**src/rtl/jumpseq_pkg.sv**
```systemverilog
package jumpseq_pkg;
  // instruction field positions that the decoder depends on
  localparam int unsigned OPC_HI   = 31;
  localparam int unsigned OPC_LO   = 26;
  localparam int unsigned SRC_HI   = 25;
  localparam int unsigned SRC_LO   = 21;
  localparam int unsigned RSV0_HI  = 20;
  localparam int unsigned RSV0_LO  = 16;
  localparam int unsigned DST_HI   = 15;
  localparam int unsigned DST_LO   = 11;
  localparam int unsigned RSV1_HI  = 10;
  localparam int unsigned RSV1_LO  = 6;
  localparam int unsigned FUNC_HI  = 5;
  localparam int unsigned FUNC_LO  = 0;

  localparam logic [5:0] OPC_REGCLASS = 6'b000000;
  localparam logic [5:0] FUNC_JMPLINK = 6'b001001;

  typedef enum logic [0:0] {
    SEQ_IDLE = 1'b0,
    SEQ_SLOT = 1'b1
  } seqState_e;

  // strobes from control to datapath
  typedef struct packed {
    logic step;      // one instruction retires
    logic jump;      // a jump retires outside a delay slot
    logic redirect;  // the delay slot retires, load held target
  } seqCtrl_t;
endpackage

```
**src/rtl/jumpSeqCtrl.sv**
```systemverilog
module jumpSeqCtrl
  import jumpseq_pkg::*;
#(
  parameter int unsigned INSTR_W = 32
) (
  input  logic               clk,
  input  logic               rstN,
  input  logic               advance,
  input  logic [INSTR_W-1:0] instr,
  output seqCtrl_t           ctrl,
  output logic               nestedJump
);

  seqState_e state;
  logic      isJump;
  logic      opcOk;
  logic      funcOk;
  logic      rsvOk;

  always_comb begin
    opcOk  = (instr[OPC_HI:OPC_LO] == OPC_REGCLASS);
    funcOk = (instr[FUNC_HI:FUNC_LO] == FUNC_JMPLINK);
    rsvOk  = (instr[RSV0_HI:RSV0_LO] == '0) && (instr[RSV1_HI:RSV1_LO] == '0);
    isJump = opcOk && funcOk && rsvOk;
  end

  always_comb begin
    ctrl.step     = advance;
    ctrl.jump     = advance && isJump && (state == SEQ_IDLE);
    ctrl.redirect = advance && (state == SEQ_SLOT);
  end

  always_ff @(posedge clk) begin
    if (!rstN) begin
      state      <= SEQ_IDLE;
      nestedJump <= 1'b0;
    end else begin
      nestedJump <= advance && isJump && (state == SEQ_SLOT);
      if (ctrl.jump) begin
        state <= SEQ_SLOT;
      end else if (ctrl.redirect) begin
        state <= SEQ_IDLE;
      end
    end
  end

  // a retired jump always opens a delay slot
  p_slot_opens_r4: assert property (@(posedge clk) disable iff (!rstN)
    ctrl.jump |=> (state == SEQ_SLOT));

  // the slot closes on the next retirement
  p_slot_closes_r4: assert property (@(posedge clk) disable iff (!rstN)
    (state == SEQ_SLOT && advance) |=> (state == SEQ_IDLE));

  // the dropped-jump flag only follows a slot retirement
  p_nested_in_slot_r9: assert property (@(posedge clk) disable iff (!rstN)
    nestedJump |-> $past(state == SEQ_SLOT && advance));

endmodule

```
**src/rtl/jumpSeqData.sv**
```systemverilog
module jumpSeqData
  import jumpseq_pkg::*;
#(
  parameter int unsigned XLEN        = 64,
  parameter int unsigned REG_AW      = 5,
  parameter int unsigned INSTR_BYTES = 4,
  parameter logic [XLEN-1:0] RESET_PC = '0
) (
  input  logic              clk,
  input  logic              rstN,
  input  seqCtrl_t          ctrl,
  input  logic [REG_AW-1:0] srcField,
  input  logic [REG_AW-1:0] dstField,
  input  logic              compEn,
  input  logic [XLEN-1:0]   rsData,
  output logic [REG_AW-1:0] rsAddr,
  output logic [XLEN-1:0]   fetchPc,
  output logic              isaMode,
  output logic              addrErr,
  output logic              wrEn,
  output logic [REG_AW-1:0] wrAddr,
  output logic [XLEN-1:0]   wrData
);

  localparam int unsigned ALIGN_BITS = $clog2(INSTR_BYTES);
  localparam logic [XLEN-1:0] PC_STEP   = XLEN'(INSTR_BYTES);
  localparam logic [XLEN-1:0] LINK_SPAN = XLEN'(2 * INSTR_BYTES);

  logic [XLEN-1:0] heldTarget;
  logic            heldMode;
  logic [XLEN-1:0] nextTarget;
  logic            nextMode;
  logic [XLEN-1:0] pcPlusLink;
  logic [XLEN-1:0] linkValue;

  assign rsAddr = srcField;

  always_comb begin
    pcPlusLink = fetchPc + LINK_SPAN;
    if (compEn) begin
      nextTarget = {rsData[XLEN-1:1], 1'b0};
      nextMode   = rsData[0];
      linkValue  = {pcPlusLink[XLEN-1:1], isaMode};
    end else begin
      nextTarget = rsData;
      nextMode   = 1'b0;
      linkValue  = pcPlusLink;
    end
  end

  always_comb begin
    if (isaMode) begin
      addrErr = fetchPc[0];
    end else begin
      addrErr = |fetchPc[ALIGN_BITS-1:0];
    end
  end

  always_ff @(posedge clk) begin
    if (!rstN) begin
      fetchPc    <= RESET_PC;
      isaMode    <= 1'b0;
      heldTarget <= '0;
      heldMode   <= 1'b0;
      wrEn       <= 1'b0;
      wrAddr     <= '0;
      wrData     <= '0;
    end else begin
      wrEn <= ctrl.jump;
      if (ctrl.jump) begin
        heldTarget <= nextTarget;
        heldMode   <= nextMode;
        wrAddr     <= dstField;
        wrData     <= linkValue;
      end
      if (ctrl.redirect) begin
        fetchPc <= heldTarget;
        isaMode <= heldMode;
      end else if (ctrl.step) begin
        fetchPc <= fetchPc + PC_STEP;
      end
    end
  end

  // nothing moves while no instruction retires
  p_hold_r3: assert property (@(posedge clk) disable iff (!rstN)
    !ctrl.step |=> ($stable(fetchPc) && $stable(isaMode)));

  // a plain retirement advances by one instruction
  p_step_r3: assert property (@(posedge clk) disable iff (!rstN)
    (ctrl.step && !ctrl.redirect) |=> (fetchPc == $past(fetchPc) + PC_STEP));

  // the return-address write is a single-cycle pulse
  p_wb_pulse_r5: assert property (@(posedge clk) disable iff (!rstN)
    wrEn |=> !wrEn);

  // in 16-bit mode the PC never carries bit 0
  p_half_align_r6: assert property (@(posedge clk) disable iff (!rstN)
    isaMode |-> !fetchPc[0]);

endmodule

```
**src/rtl/jumpSequencer.sv**
```systemverilog
module jumpSequencer
  import jumpseq_pkg::*;
#(
  parameter int unsigned XLEN    = 64,
  parameter int unsigned INSTR_W = 32,
  parameter int unsigned REG_AW  = 5
) (
  input  logic               clk,
  input  logic               rstN,
  input  logic               advance,
  input  logic [INSTR_W-1:0] instr,
  input  logic               compEn,
  output logic [REG_AW-1:0]  rsAddr,
  input  logic [XLEN-1:0]    rsData,
  output logic [XLEN-1:0]    fetchPc,
  output logic               isaMode,
  output logic               addrErr,
  output logic               wrEn,
  output logic [REG_AW-1:0]  wrAddr,
  output logic [XLEN-1:0]    wrData,
  output logic               nestedJump
);

  localparam int unsigned INSTR_BYTES = INSTR_W / 8;

  seqCtrl_t ctrl;

  jumpSeqCtrl #(
    .INSTR_W(INSTR_W)
  ) u_ctrl (
    .clk       (clk),
    .rstN      (rstN),
    .advance   (advance),
    .instr     (instr),
    .ctrl      (ctrl),
    .nestedJump(nestedJump)
  );

  jumpSeqData #(
    .XLEN       (XLEN),
    .REG_AW     (REG_AW),
    .INSTR_BYTES(INSTR_BYTES),
    .RESET_PC   ('0)
  ) u_data (
    .clk     (clk),
    .rstN    (rstN),
    .ctrl    (ctrl),
    .srcField(instr[SRC_HI:SRC_LO]),
    .dstField(instr[DST_HI:DST_LO]),
    .compEn  (compEn),
    .rsData  (rsData),
    .rsAddr  (rsAddr),
    .fetchPc (fetchPc),
    .isaMode (isaMode),
    .addrErr (addrErr),
    .wrEn    (wrEn),
    .wrAddr  (wrAddr),
    .wrData  (wrData)
  );

endmodule

```
**config.mk**
```make
export PLATFORM = sky130hd
export DESIGN_NAME = jumpSequencer
export DESIGN_NICKNAME = d
export VERILOG_FILES = /design/src/rtl/jumpseq_pkg.sv /design/src/rtl/jumpSeqCtrl.sv /design/src/rtl/jumpSeqData.sv /design/src/rtl/jumpSequencer.sv
export SDC_FILE = /design/constraint.sdc
export NUM_CORES = 1
export LEC_CHECK = 0
export BUFFER_PORTS_ARGS = -buffer_cell sky130_fd_sc_hd__buf_2
export CAP_MARGIN = 5
export CORE_MARGIN = 2
export CORE_UTILIZATION = 25
export DETAILED_ROUTE_END_ITERATION = 12
export GPL_TIMING_DRIVEN = 0
export PLACE_DENSITY = 0.5
export SLEW_MARGIN = 20
export SYNTH_ARGS = -nofsm -noshare
export SYNTH_HDL_FRONTEND = slang
export SYNTH_SLANG_ARGS = --single-unit
```
**constraint.sdc**
```tcl
create_clock -name clk -period 2.7 [get_ports clk]
set_input_delay 0.135 -clock clk [delete_from_list [all_inputs] [get_ports clk]]
set_output_delay 0.135 -clock clk [all_outputs]
set_load 0.05 [all_outputs]
```
Yosys cells after proc, flatten, opt, wreduce, memory -nomap -nowiden
Cells that the tools add are included.
{ "classes": {"add_sub_neg": 2, "eq_ne": 1, "mux": 8, "bitwise_logic": 1, "n_reduce_logical": 13} }
{ "ops": {"columns": ["operator", "n"], "rows": [
  ["64-bit 2-to-1 mux", 2],
  ["64-bit by 3-bit adder with 64-bit output, second input constant", 1],
  ["64-bit by 4-bit adder with 64-bit output, second input constant", 1],
  ["5-bit zero test", 2],
  ["1-bit logical AND", 7],
  ["6-bit by 4-bit equality test with 1-bit output, second input constant", 1],
  ["6-bit zero test", 1],
  ["1-bit 2-to-1 mux", 6],
  ["2-bit nonzero test", 2],
  ["2-bit OR reduction", 1],
  ["1-bit NOT", 1]
]} }
{ "totals": {"regBits": 202, "output_inout_bits": 142, "elab_cells": 34} }

Depth between registers and ports, before layout
Gate-level depths: netlist of the first run.
{ "depth": {"word_depth": 6, "depth_mapped": 9, "ltp_nobuf": 7} }

Modules after synthesis
From an unflattened synthesis of the first run, not the netlist that was laid out.
{ "unflattened": {"hier_cells": 1150, "area_unflattened_um2": 9878.2} }
{ "by_module_without_submodules": {"columns": ["mod", "instances", "cells_per_inst", "area_each_um2"], "rows": [
  ["jumpSeqData", 1, 1132, 9728.1],
  ["jumpSeqCtrl", 1, 18, 150.1]
]} }

Least setup slack after synthesis of the first run
Ideal clock, no wire load.
{ "synth_timing": {"kind": "flip-flop to flip-flop", "startpoint": "reg u_data.fetchPc[3]", "endpoint": "reg u_data.fetchPc[46]", "arrival_ns": 2.479, "required_time_ns": 2.625, "setup_slack_ns": 0.146, "stages_incl_launch_ff": 9, "n_path_buf": 1, "synth_period_minus_slack_ns": 2.554, "cell_sequence": "dfxtp_1 > ha_1 > nand3_1 > nor3_2 > and4_1 > clkbuf_1 > nand2_1 > or3_1 > a31oi_1"} }
{ "synth_between": {"elab_chain_len": 3} }
{ "synth_rtl": {"columns": ["element", "line_no", "text"], "rows": [
  ["start: declaration", "jumpSeqData.sv:17", "output logic [XLEN-1:0] fetchPc,"],
  ["start signal: assignment", "jumpSeqData.sv:77", "fetchPc <= heldTarget;"],
  ["start signal: assignment", "jumpSeqData.sv:80", "fetchPc <= fetchPc + PC_STEP;"],
  ["64-bit by 3-bit adder with 64-bit output", "jumpSeqData.sv:80", null],
  ["64-bit 2-to-1 mux", "jumpSeqData.sv:79", "end else if (ctrl.step) begin"],
  ["64-bit 2-to-1 mux", "jumpSeqData.sv:76", "if (ctrl.redirect) begin"]
]} }
Every way passes these cells. The select of a mux whose other input is x is not followed.
A chain may end at the register's enable or synchronous reset.

Worst setup path in the final report of the first run
{ "layout_timing": {"startpoint": "reg u_data.fetchPc[30]", "endpoint": "reg u_data.wrData[58]"} }
{ "layout_between": {"elab_chain_len": 1} }
{ "layout_rtl": {"columns": ["element", "line_no", "text"], "rows": [
  ["64-bit by 4-bit adder with 64-bit output", "jumpSeqData.sv:39", "pcPlusLink = fetchPc + LINK_SPAN;"],
  ["end signal: assignment", "jumpSeqData.sv:74", "wrData <= linkValue;"],
  ["end: declaration", "jumpSeqData.sv:22", "output logic [XLEN-1:0] wrData"]
]} }
Every way passes these cells.

==> results of run 1 <==
-- timing repair --
item                                    4_1_cts  5_1_grt
setup buffers                                13        6
endpoints found under the setup margin       62       42
gates resized for setup                      21       21
hold buffers                                 73        0
pin swaps                                     6        4
hold endpoints to repair                     71        0
-- kinds of logic (layout without fill, tap and decap cells) --
family / count (synthesis) / in the layout / share of synthesized area, %
AOI/OAI and AO/OA: 312 / 312 / 18.82
xor gates and xnor gates: 56 / 56 / 4.790
adders and majority gates: 2 / 2 / 0.2444
buffers and inverters: 144 / 517 / 6.281
DFF: 202 / 202 / 39.50
muxes: 25 / 25 / 2.456
other: 0 / 2 / 0
and+or+nand+nor: 578 / 578 / 27.91
-- sequential cells by signal, indices dropped and copies added, names as in the netlist --
signal / cells
u_data.wrData: 64
u_data.wrAddr: 5
u_ctrl.state: 1
u_data.isaMode: 1
u_ctrl.nestedJump: 1
u_data.heldMode: 1
u_data.heldTarget: 64
u_data.fetchPc: 64
u_data.wrEn: 1
-- synthesized netlist by cell type (3+ instances only) --
cell type    n
xor2_1      17
buf_1        5
nor3_2       3
or3_1       21
nand4_1     42
nor4_1      17
clkbuf_1    67
a31oi_1     11
a311oi_1     4
nand2_1    244
a22oi_1     11
o211ai_1     7
nand3_1     42
o21ai_0     51
and2_1       9
nor4_2       3
buf_2       42
a22o_1       8
mux2i_1     24
dfxtp_1    202
o22ai_1      7
nor3_1      32
nor4b_1      4
o221ai_1    13
nor4_4       3
a221oi_1    10
o31ai_1      3
xnor2_1     39
o21a_1       4
a211oi_1    41
and4_1      17
a21oi_1    131
inv_1       17
and3_1      11
nor2_1     107
buf_4       11
-- layer usage --
layer | wire length (um) | part of all wire (%)
met4 | 1877 | 3.7
met3 | 3638 | 7.2
met2 | 22570 | 45
met1 | 22480 | 44
met5 | 0 | 0
-- worst max-delay path: stages, from the launching register on --
cell	delay [ns]
dfxtp_1	0.40
clkbuf_1	0.46
nand2_1	0.32
or2_2	0.41
nor4_2	0.47
nand2_1	0.12
xnor2_1	0.25
a211oi_1	0.11
-- layout make-up --
cell class	count	area, sq um	area share [%]
Clock buffer	38	767.0	5.460
Clock inverter	10	127.6	0.9085
Buffer	125	576.8	4.106
Inverter	17	63.81	0.4543
Timing Repair Buffer	327	2049	14.59
Multi-Input combinational cell	973	5744	40.89
Tap cell	532	665.6	4.739
Antenna cell	2	5.005	0.03563
Sequential cell	202	4048	28.81
-- placed cells by master, fill, tap and decap left out, types with 13 or more instances in the layout --
master,n
clkbuf_1,67
and4_1,17
xnor2_1,38
inv_1,17
nand2_1,243
xor2_1,17
dfxtp_1,199
clkbuf_16,27
buf_4,30
a21oi_1,131
o21ai_0,51
dlygate4sd3_1,73
or3_1,21
buf_2,277
a211oi_1,41
mux2i_1,24
nor3_1,24
nor2_1,103
o221ai_1,13
nand4_1,42
nand3_1,40
-- final timing paths --
kind | from | end | slack [ns] | cells after the start
max reg2reg | u_data.fetchPc[30] | u_data.wrData[58] | -0.008 | 7
min | rstN | u_data.wrData[32] | 0.16 | 4
max | u_data.fetchPc[30] | u_data.wrData[58] | -0.008 | 7
min reg2reg | u_data.heldTarget[16] | u_data.heldTarget[16] | 0.45 | 2
-- power breakdown --
part	leakage, nW	internal [mW]	total, mW	switching, mW
combinational	3.23	0.158	0.369	0.211
clock	0.442	2.25	3.68	1.44
sequential	1.63	2.98	2.99	0.00602
-- stage by stage --
stage	hold WS [ns]	instance area (sq um)	util, %	TNS, ns
final	0.1577	14050	34.56	-0.008212
after global placement	0.3771	12080	29.72	-77.40
after global routing	0.1830	14040	34.55	-0.1284
after floorplan	0.2710	10240	-	0
after detailed placement	0.3819	12080	29.72	-48.13
after CTS	0.1360	13910	34.22	-0.06008
==> qor.csv, run 1 <==
metric,value,unit
Max rail drop VDD,446.9,uV
drt drc,0,
grt met2 use,37.12,%
Gate Count Post-Synth,1319,
DRT Pass-1 Iters,5,
largest net degree at the start of global routing,13,
synth top area cells,"dfxtp_1, nand2_1, a21oi_1",
post-route ant nets,0,
WL per Instance,22.72,um
total number of vias,11490,
GR peak layer,met2,
synthesized cell area,10240,sq um
first-pass GRT wire length,72710,um
Rel. slew slack,32.91,%
layout cells sized above 1,24.11,%
Layout Cells excl Fill,2226,
layout filler cell count,4351,
area grow syn2layout,37.20,%
outcome,"finished, violations left",
Core Box Area,40650,sq um
Overflow after GRT,0,
Buffers on Ports,235,
P_leak,5.298,nW
cell taking the most area after synthesis,dfxtp_1,
clock skew,0.01282,ns
"Reg clk slew, reported paths",0.07,ns
Die Height,206.4,um
via count of the first global-routing pass,11140,
FMAX,369.2,MHz
Final setup violation count,1,
pwr dens,501.2,nW/um^2
CP max FO,8,
Post-synth EDFFs,0,
RSZ-0062 raised after global routing,yes,
final-report hold violation count,0,
maximum clock path buffer count,3,
initial drt markers,955,
Synth Register Bits,202,
pre-CTS WS,-0.6406,ns
Critical Path RT,3.09,ns
synth unique cells,66,
Hold Path Class,in -> reg,
die outline width,206.4,um
Via-to-Cell Ratio,5.162,
CTS tree,built,
area of the die,42590,sq um
Post-synth ARST share,0,%
fin worst setup slack,-0.008212,ns
total power,7.041,mW
Tightest Pin Transition,1.006,ns
GRT Overall Usage,23.21,%
root buf cell,clkbuf_16,
met1 Use GR,31.20,%
Crit. End Element,register,
H-tree levels,1,
Synth warnings,0,
I/O pins,242,
CTS Sinks,202,
syn_nets,1421,
# rows,74,
share of the yosys chip area belonging to registers,39.50,%
max-cap viol count,0,
crit share post-route,100.3,%
CP startpoint kind,register,
failing checks,setup timing,
Clock Latency Late Sink,0.55,ns
CP Data Arrival Time,3.10,ns
NumNets Final,1774,
syn avg cell area,7.762,sq um
ys flop type,dfxtp_1,
initial antenna violation count,0,
Post-Route WL,50570,um
dpl cells,2086,
post-synth top area share,39.50,%
Starting Density,25.19,%
met3 usage,4.005,%
crit path kind,reg -> reg,
Num CTS Buffers,26,
hpwl dp,38630,um
minimum clock period,2.708,ns
"Slew Viols, Final",0,
gpl congestion,0.9117,
Power figures use the tool's default switching activity.
==> run 2, diff against run 1 <==
--- a/config.mk
+++ b/config.mk
@@ -11,7 +11,6 @@
 export CORE_UTILIZATION = 25
 export DETAILED_ROUTE_END_ITERATION = 12
 export GPL_TIMING_DRIVEN = 0
-export PLACE_DENSITY = 0.5
 export SLEW_MARGIN = 20
 export SYNTH_ARGS = -nofsm -noshare
 export SYNTH_HDL_FRONTEND = slang
==> qor.csv, run 2 (synthesized netlist as in run 1, its figures left out) <==
metric,value,unit,change
clock skew,0.02014,ns,was 0.01282 ns
Critical Path RT,3.15,ns,was 3.09 ns
die outline width,206.4,um,unchanged
"Reg clk slew, reported paths",0.06,ns,was 0.07 ns
Post-Route WL,49790,um,"was 50,570 um"
"Slew Viols, Final",0,,unchanged
final-report hold violation count,0,,unchanged
area of the die,42590,sq um,unchanged
CP Data Arrival Time,3.06,ns,was 3.10 ns
Worst R2R Setup Slack,0.09,ns,was -0.008 ns
Largest regs,"u_data.fetchPc: 64 flops, u_data.heldTarget: 64 flops, u_data.wrData: 64 flops",,unchanged
Via-to-Cell Ratio,5.192,,was 5.162
Core Box Area,40650,sq um,unchanged
Overflow after GRT,0,,unchanged
crit share post-route,96.78,%,was 100.3%
placed instance area,12080,sq um,about the same
"commonest non-fill, non-tap cell in the layout",buf_2,,unchanged
H-tree levels,1,,unchanged
outcome,"complete, no violations",,"was finished, violations left"
layout filler cell count,4353,,"was 4,351"
Clock power frac,49.3,%,was 52.3%
WL per Instance,22.49,um,was 22.72 um
cell area after layout,13890,sq um,"was 14,050 sq um"
Starting Density,25.19,%,unchanged
post-route ant nets,0,,unchanged
GRT Overall Usage,22.78,%,was 23.21%
first-pass GRT wire length,71920,um,"was 72,710 um"
initial drt markers,914,,was 955
ant diodes,0,,was 2
maximum clock path buffer count,3,,unchanged
DRT Pass-1 Iters,5,,unchanged
Seq pwr share,45.2,%,was 42.5%
max-cap viol count,0,,unchanged
P_leak,5.239,nW,was 5.298 nW
Hold Path Class,in -> reg,,unchanged
NumNets Final,1769,,"was 1,774"
Max rail drop VDD,443.8,uV,was 446.9 uV
CP max FO,7,,was 8
Die Height,206.4,um,unchanged
area grow syn2layout,35.66,%,was 37.20%
Sw Ratio,24.03,%,was 23.48%
Rel. slew slack,33.76,%,was 32.91%
root buf cell,clkbuf_16,,unchanged
via count of the first global-routing pass,10870,,"was 11,140"
Gate power share,5.6,%,was 5.2%
pwr dens,476.6,nW/um^2,was 501.2 nW/um^2
hpwl dp,38360,um,"was 38,630 um"
crit path kind,reg -> reg,,unchanged
setup TNS,0,ns,was -0.008212 ns
initial antenna violation count,0,,unchanged
# rows,74,,unchanged
Final setup violation count,0,,was 1
total power,6.619,mW,was 7.041 mW
CTS Sinks,202,,unchanged
Tightest Pin Transition,0.9936,ns,was 1.006 ns
Crit. End Element,register,,unchanged
minimum clock period,2.613,ns,was 2.708 ns
FMAX,382.7,MHz,was 369.2 MHz
Clock Latency Late Sink,0.54,ns,was 0.55 ns
RSZ-0062 raised after global routing,no,,was yes
Num CTS Buffers,24,,was 26
total number of vias,11490,,about the same
I/O pins,242,,unchanged
largest net degree at the start of global routing,13,,unchanged
Sw Pwr,1.591,mW,was 1.653 mW
gpl congestion,0.9354,,was 0.9117
CP startpoint kind,register,,unchanged
drt drc,0,,unchanged
CTS tree,built,,unchanged
Buffers on Ports,235,,unchanged
internal power,5.028,mW,was 5.388 mW
most frequent cells in the layout,"buf_2, nand2_1, dfxtp_1",,unchanged
layout cells sized above 1,23.78,%,was 24.11%
run 2: cell count changes in the layout (fill, tap and decap cells not counted), moves of 2 or more:
cell       change
clkbuf_16      -3
and4_2         +2
bufinv_16      -2
dfxtp_1        +3
clkbuf_1       -4
clkinv_2       -2
dfxtp_2        -3
diode_2        -2
and4_1         -3
buf_4          -2
nor3_2         -2
run 2: worst paths after layout:
path | depth (start not counted) | end | from
setup / recovery | 9 | u_data.fetchPc[52] | u_data.fetchPc[3]
hold reg to reg | 2 | u_data.fetchPc[1] | u_data.heldTarget[1]
hold / removal | 4 | u_data.wrData[27] | rstN
setup reg to reg | 9 | u_data.fetchPc[52] | u_data.fetchPc[3]
run 2: layout make-up:
cell class | count | area, sq um | area share, %
Timing Repair Buffer | 325 | 2034 | 14.65
Multi-Input combinational cell | 973 | 5733 | 41.28
Inverter | 17 | 63.81 | 0.4594
Buffer | 124 | 573.1 | 4.126
Clock buffer | 33 | 694.4 | 5.000
Clock inverter | 8 | 81.33 | 0.5855
Tap cell | 532 | 665.6 | 4.792
Sequential cell | 202 | 4044 | 29.11
run 2: per-layer routing:
metal	up-vias	share of wire, %	routed length [um]	track usage, %
li1	5406	-	-	-
met1	5424	43	21660	30.75
met2	583	45	22240	36.47
met3	81	8.8	4404	4.431
met4	0	3.0	1485	7.143
met5	-	0	0	0
run 2: power by group through the flow:
stage / clock, mW / combinational (mW) / sequential, mW
finish: 3.26 / 0.367 / 2.99
global route: 3.43 / 0.390 / 2.99
CTS: 3.31 / 0.363 / 2.99
detailed placement: 0 / 0.282 / 3.06
global placement: 0 / 0.281 / 3.06
floorplan: 0 / 0.125 / 3.06
run 2: stage by stage:
step / setup slack, ns / hold slack (ns) / util [%] / cells
global placement: -0.7541 / 0.3772 / 29.72 / 2086
floorplan: 0.1464 / 0.2710 / - / 1319
CTS: -0.01330 / 0.1733 / 33.89 / 2207
finish: 0.08689 / 0.2077 / 34.17 / 2214
global route: 0.001117 / 0.2339 / 34.17 / 2214
detailed placement: -0.8548 / 0.3805 / 29.72 / 2086
run 2: timing repair:
| action | 4_1_cts | 5_1_grt |
|---|---|---|
| buffers inserted | 8 | 9 |
| endpoints found under the setup margin | 129 | 107 |
| pin swaps | 6 | 3 |
| gates resized for setup | 28 | 16 |
| hold endpoints to repair | 71 | 0 |
| cloned | 0 | 0 |
| hold buffers | 73 | 0 |
run 2: worst max-delay path, cell delays in order, from the launching register on:
cell     delay (ns)
dfxtp_1        0.51
ha_1           0.27
nand3_2        0.19
nor3_4         0.31
buf_4          0.16
and3_1         0.15
buf_4          0.18
nand4_1        0.20
or3_1          0.38
a31oi_1        0.16
==> run 3, diff against run 2 <==
--- a/config.mk
+++ b/config.mk
@@ -11,6 +11,7 @@
 export CORE_UTILIZATION = 25
 export DETAILED_ROUTE_END_ITERATION = 12
 export GPL_TIMING_DRIVEN = 0
+export PLACE_DENSITY = 0.51
 export SLEW_MARGIN = 20
 export SYNTH_ARGS = -nofsm -noshare
 export SYNTH_HDL_FRONTEND = slang
==> qor.csv, run 3 (synthesized netlist as in run 1, its figures left out) <==
metric,value,unit,change
Sw Pwr,1.629,mW,was 1.591 mW
clock skew,0.02588,ns,was 0.02014 ns
total power,6.837,mW,was 6.619 mW
"Slew Viols, Final",0,,unchanged
final-report hold violation count,0,,unchanged
hold path cells,4,,unchanged
Critical Path RT,3.13,ns,was 3.15 ns
CP Data Arrival Time,3.06,ns,about the same
ant diodes,0,,unchanged
layout cells sized above 1,24.17,%,was 23.78%
Post-Route WL,50410,um,"was 49,790 um"
CTS tree,built,,unchanged
crit path kind,reg -> reg,,unchanged
Buffers on Ports,235,,unchanged
FF-to-FF End,u_data.fetchPc[51],,was u_data.fetchPc[52]
Final setup violation count,0,,unchanged
area of the die,42590,sq um,unchanged
WHS,0.1657,ns,was 0.2077 ns
register area,4046,sq um,was 4044 sq um
cell area after layout,13960,sq um,"was 13,890 sq um"
most frequent cells in the layout,"buf_2, nand2_1, dfxtp_1",,unchanged
area grow syn2layout,36.34,%,was 35.66%
DRT Pass-1 Iters,5,,unchanged
minimum clock period,2.632,ns,was 2.613 ns
I/O pins,242,,unchanged
Hold Path Class,in -> reg,,unchanged
# rows,74,,unchanged
Seq pwr share,43.7,%,was 45.2%
gpl congestion,0.9178,,was 0.9354
Starting Density,25.19,%,unchanged
CP max FO,10,,was 7
total number of vias,11440,,"was 11,490"
largest net degree at the start of global routing,13,,unchanged
placed instance area,12080,sq um,unchanged
internal power,5.208,mW,was 5.028 mW
Rel. slew slack,33.69,%,was 33.76%
Worst R2R Setup Slack,0.07,ns,was 0.09 ns
CP startpoint,u_data.fetchPc[9],,was u_data.fetchPc[3]
Hold EP,u_data.wrData[25],,was u_data.wrData[27]
initial drt markers,864,,was 914
Num CTS Buffers,25,,was 24
root buf cell,clkbuf_16,,unchanged
hpwl dp,38700,um,"was 38,360 um"
Tightest Pin Transition,0.9947,ns,was 0.9936 ns
GRT Overall Usage,23.14,%,was 22.78%
CP startpoint kind,register,,unchanged
Largest regs,"u_data.fetchPc: 64 flops, u_data.heldTarget: 64 flops, u_data.wrData: 64 flops",,unchanged
"commonest non-fill, non-tap cell in the layout",buf_2,,unchanged
Clock Latency Late Sink,0.56,ns,was 0.54 ns
outcome,"complete, no violations",,unchanged
Finished Core Util,34.34,%,was 34.17%
Gate power share,5.4,%,was 5.6%
Core Box Area,40650,sq um,unchanged
"Reg clk slew, reported paths",0.06,ns,about the same
dpl cells,2086,,unchanged
die outline width,206.4,um,unchanged
WL per Instance,22.71,um,was 22.49 um
via count of the first global-routing pass,10970,,"was 10,870"
Max rail drop VDD,399.1,uV,was 443.8 uV
pwr dens,489.8,nW/um^2,was 476.6 nW/um^2
FMAX,379.9,MHz,was 382.7 MHz
worst r2r src,u_data.fetchPc[9],,was u_data.fetchPc[3]
first-pass GRT wire length,72540,um,"was 71,920 um"
initial antenna violation count,1,,was 0
Layout Cells excl Fill,2220,,"was 2,214"
P_leak,5.265,nW,was 5.239 nW
crit share post-route,97.48,%,was 96.78%
Die Height,206.4,um,unchanged
layout filler cell count,4364,,"was 4,353"
NumNets Final,1772,,"was 1,769"
Via-to-Cell Ratio,5.155,,was 5.192
Overflow after GRT,0,,unchanged
maximum clock path buffer count,3,,unchanged
multi-input logic area,5724,sq um,was 5733 sq um
Crit. End Element,register,,unchanged
CTS Sinks,202,,unchanged
post-route ant nets,0,,unchanged
FF-to-FF path depth,9,,unchanged
RSZ-0062 raised after global routing,yes,,was no
Hold Path Origin,rstN,,unchanged
max-cap viol count,0,,unchanged
Sw Ratio,23.83,%,was 24.03%
H-tree levels,1,,unchanged
drt drc,0,,unchanged
Clock power frac,50.9,%,was 49.3%
[run 3: cell types whose count changed in the layout (fill, tap and decap cells not counted), sizes merged]
cell	delta
buf	+3
clkbuf	-3
inv	+1
dlygate4sd3	-1
clkinv	+3
bufinv	+2
clkinvlp	+1
[run 3: repair_timing]
item / 4_1_cts / 5_1_grt
hold buffers: 72 / 0
resized for setup: 23 / 16
setup buffers: 15 / 5
pin swaps: 7 / 2
setup endpoints to repair: 164 / 76
gates cloned: 0 / 0
hold endpoints to repair: 71 / 0
[run 3: worst max-delay path by stage]
| stage | end | slack [ns] |
|---|---|---|
| global route | u_data.fetchPc[50] | -0.08 |
| detailed placement | u_data.wrData[26] | -0.85 |
| CTS | u_data.fetchPc[53] | 0.007 |
| finish | u_data.fetchPc[51] | 0.07 |
| global placement | u_data.wrData[51] | -0.83 |
| floorplan | u_data.fetchPc[46] | 0.15 |
[run 3: cell type report]
cell class                      instances  area share, %
Buffer                                124          4.105
Clock buffer                           30          4.831
Clock inverter                         15          1.183
Inverter                               17         0.4571
Multi-Input combinational cell        973          41.01
Sequential cell                       202          28.99
Tap cell                              532          4.768
Timing Repair Buffer                  327          14.66
[run 3: power by group through the flow]
stage | Sequential [mW] | Clock, mW | Combinational (mW)
after floorplan | 3.06 | 0 | 0.125
after global placement | 3.06 | 0 | 0.285
after detailed placement | 3.06 | 0 | 0.286
after CTS | 2.99 | 3.56 | 0.364
after global routing | 2.99 | 3.67 | 0.393
final | 2.99 | 3.48 | 0.366
[run 3: metrics by stage]
step	setup WS, ns	setup TNS, ns
2_1_floorplan	0.1464	0
3_3_place_gp	-0.8304	-100.76
3_5_place_dp	-0.8514	-101.69
4_1_cts	0.007197	0
5_1_grt	-0.07744	-0.08960
6_report	0.06803	0
[run 3: worst max-delay path, cell delays in order, from the launching register on]
cell and delay [ns]:
dfxtp_1 0.37, buf_4 0.21, nand4_1 0.33, or2_0 0.33
buf_6 0.17, nor4b_4 0.25, buf_4 0.20, and3_2 0.27
a211oi_1 0.09, a211o_1 0.28
[run 3: routing by layer]
metal / wire (um) / vias up / track usage, %
met4: 1419 / 2 / 7.730
met1: 22440 / 5465 / 31.45
met3: 3812 / 86 / 4.210
met2: 22720 / 492 / 36.78
li1: - / 5399 / -
met5: 18 / - / 0
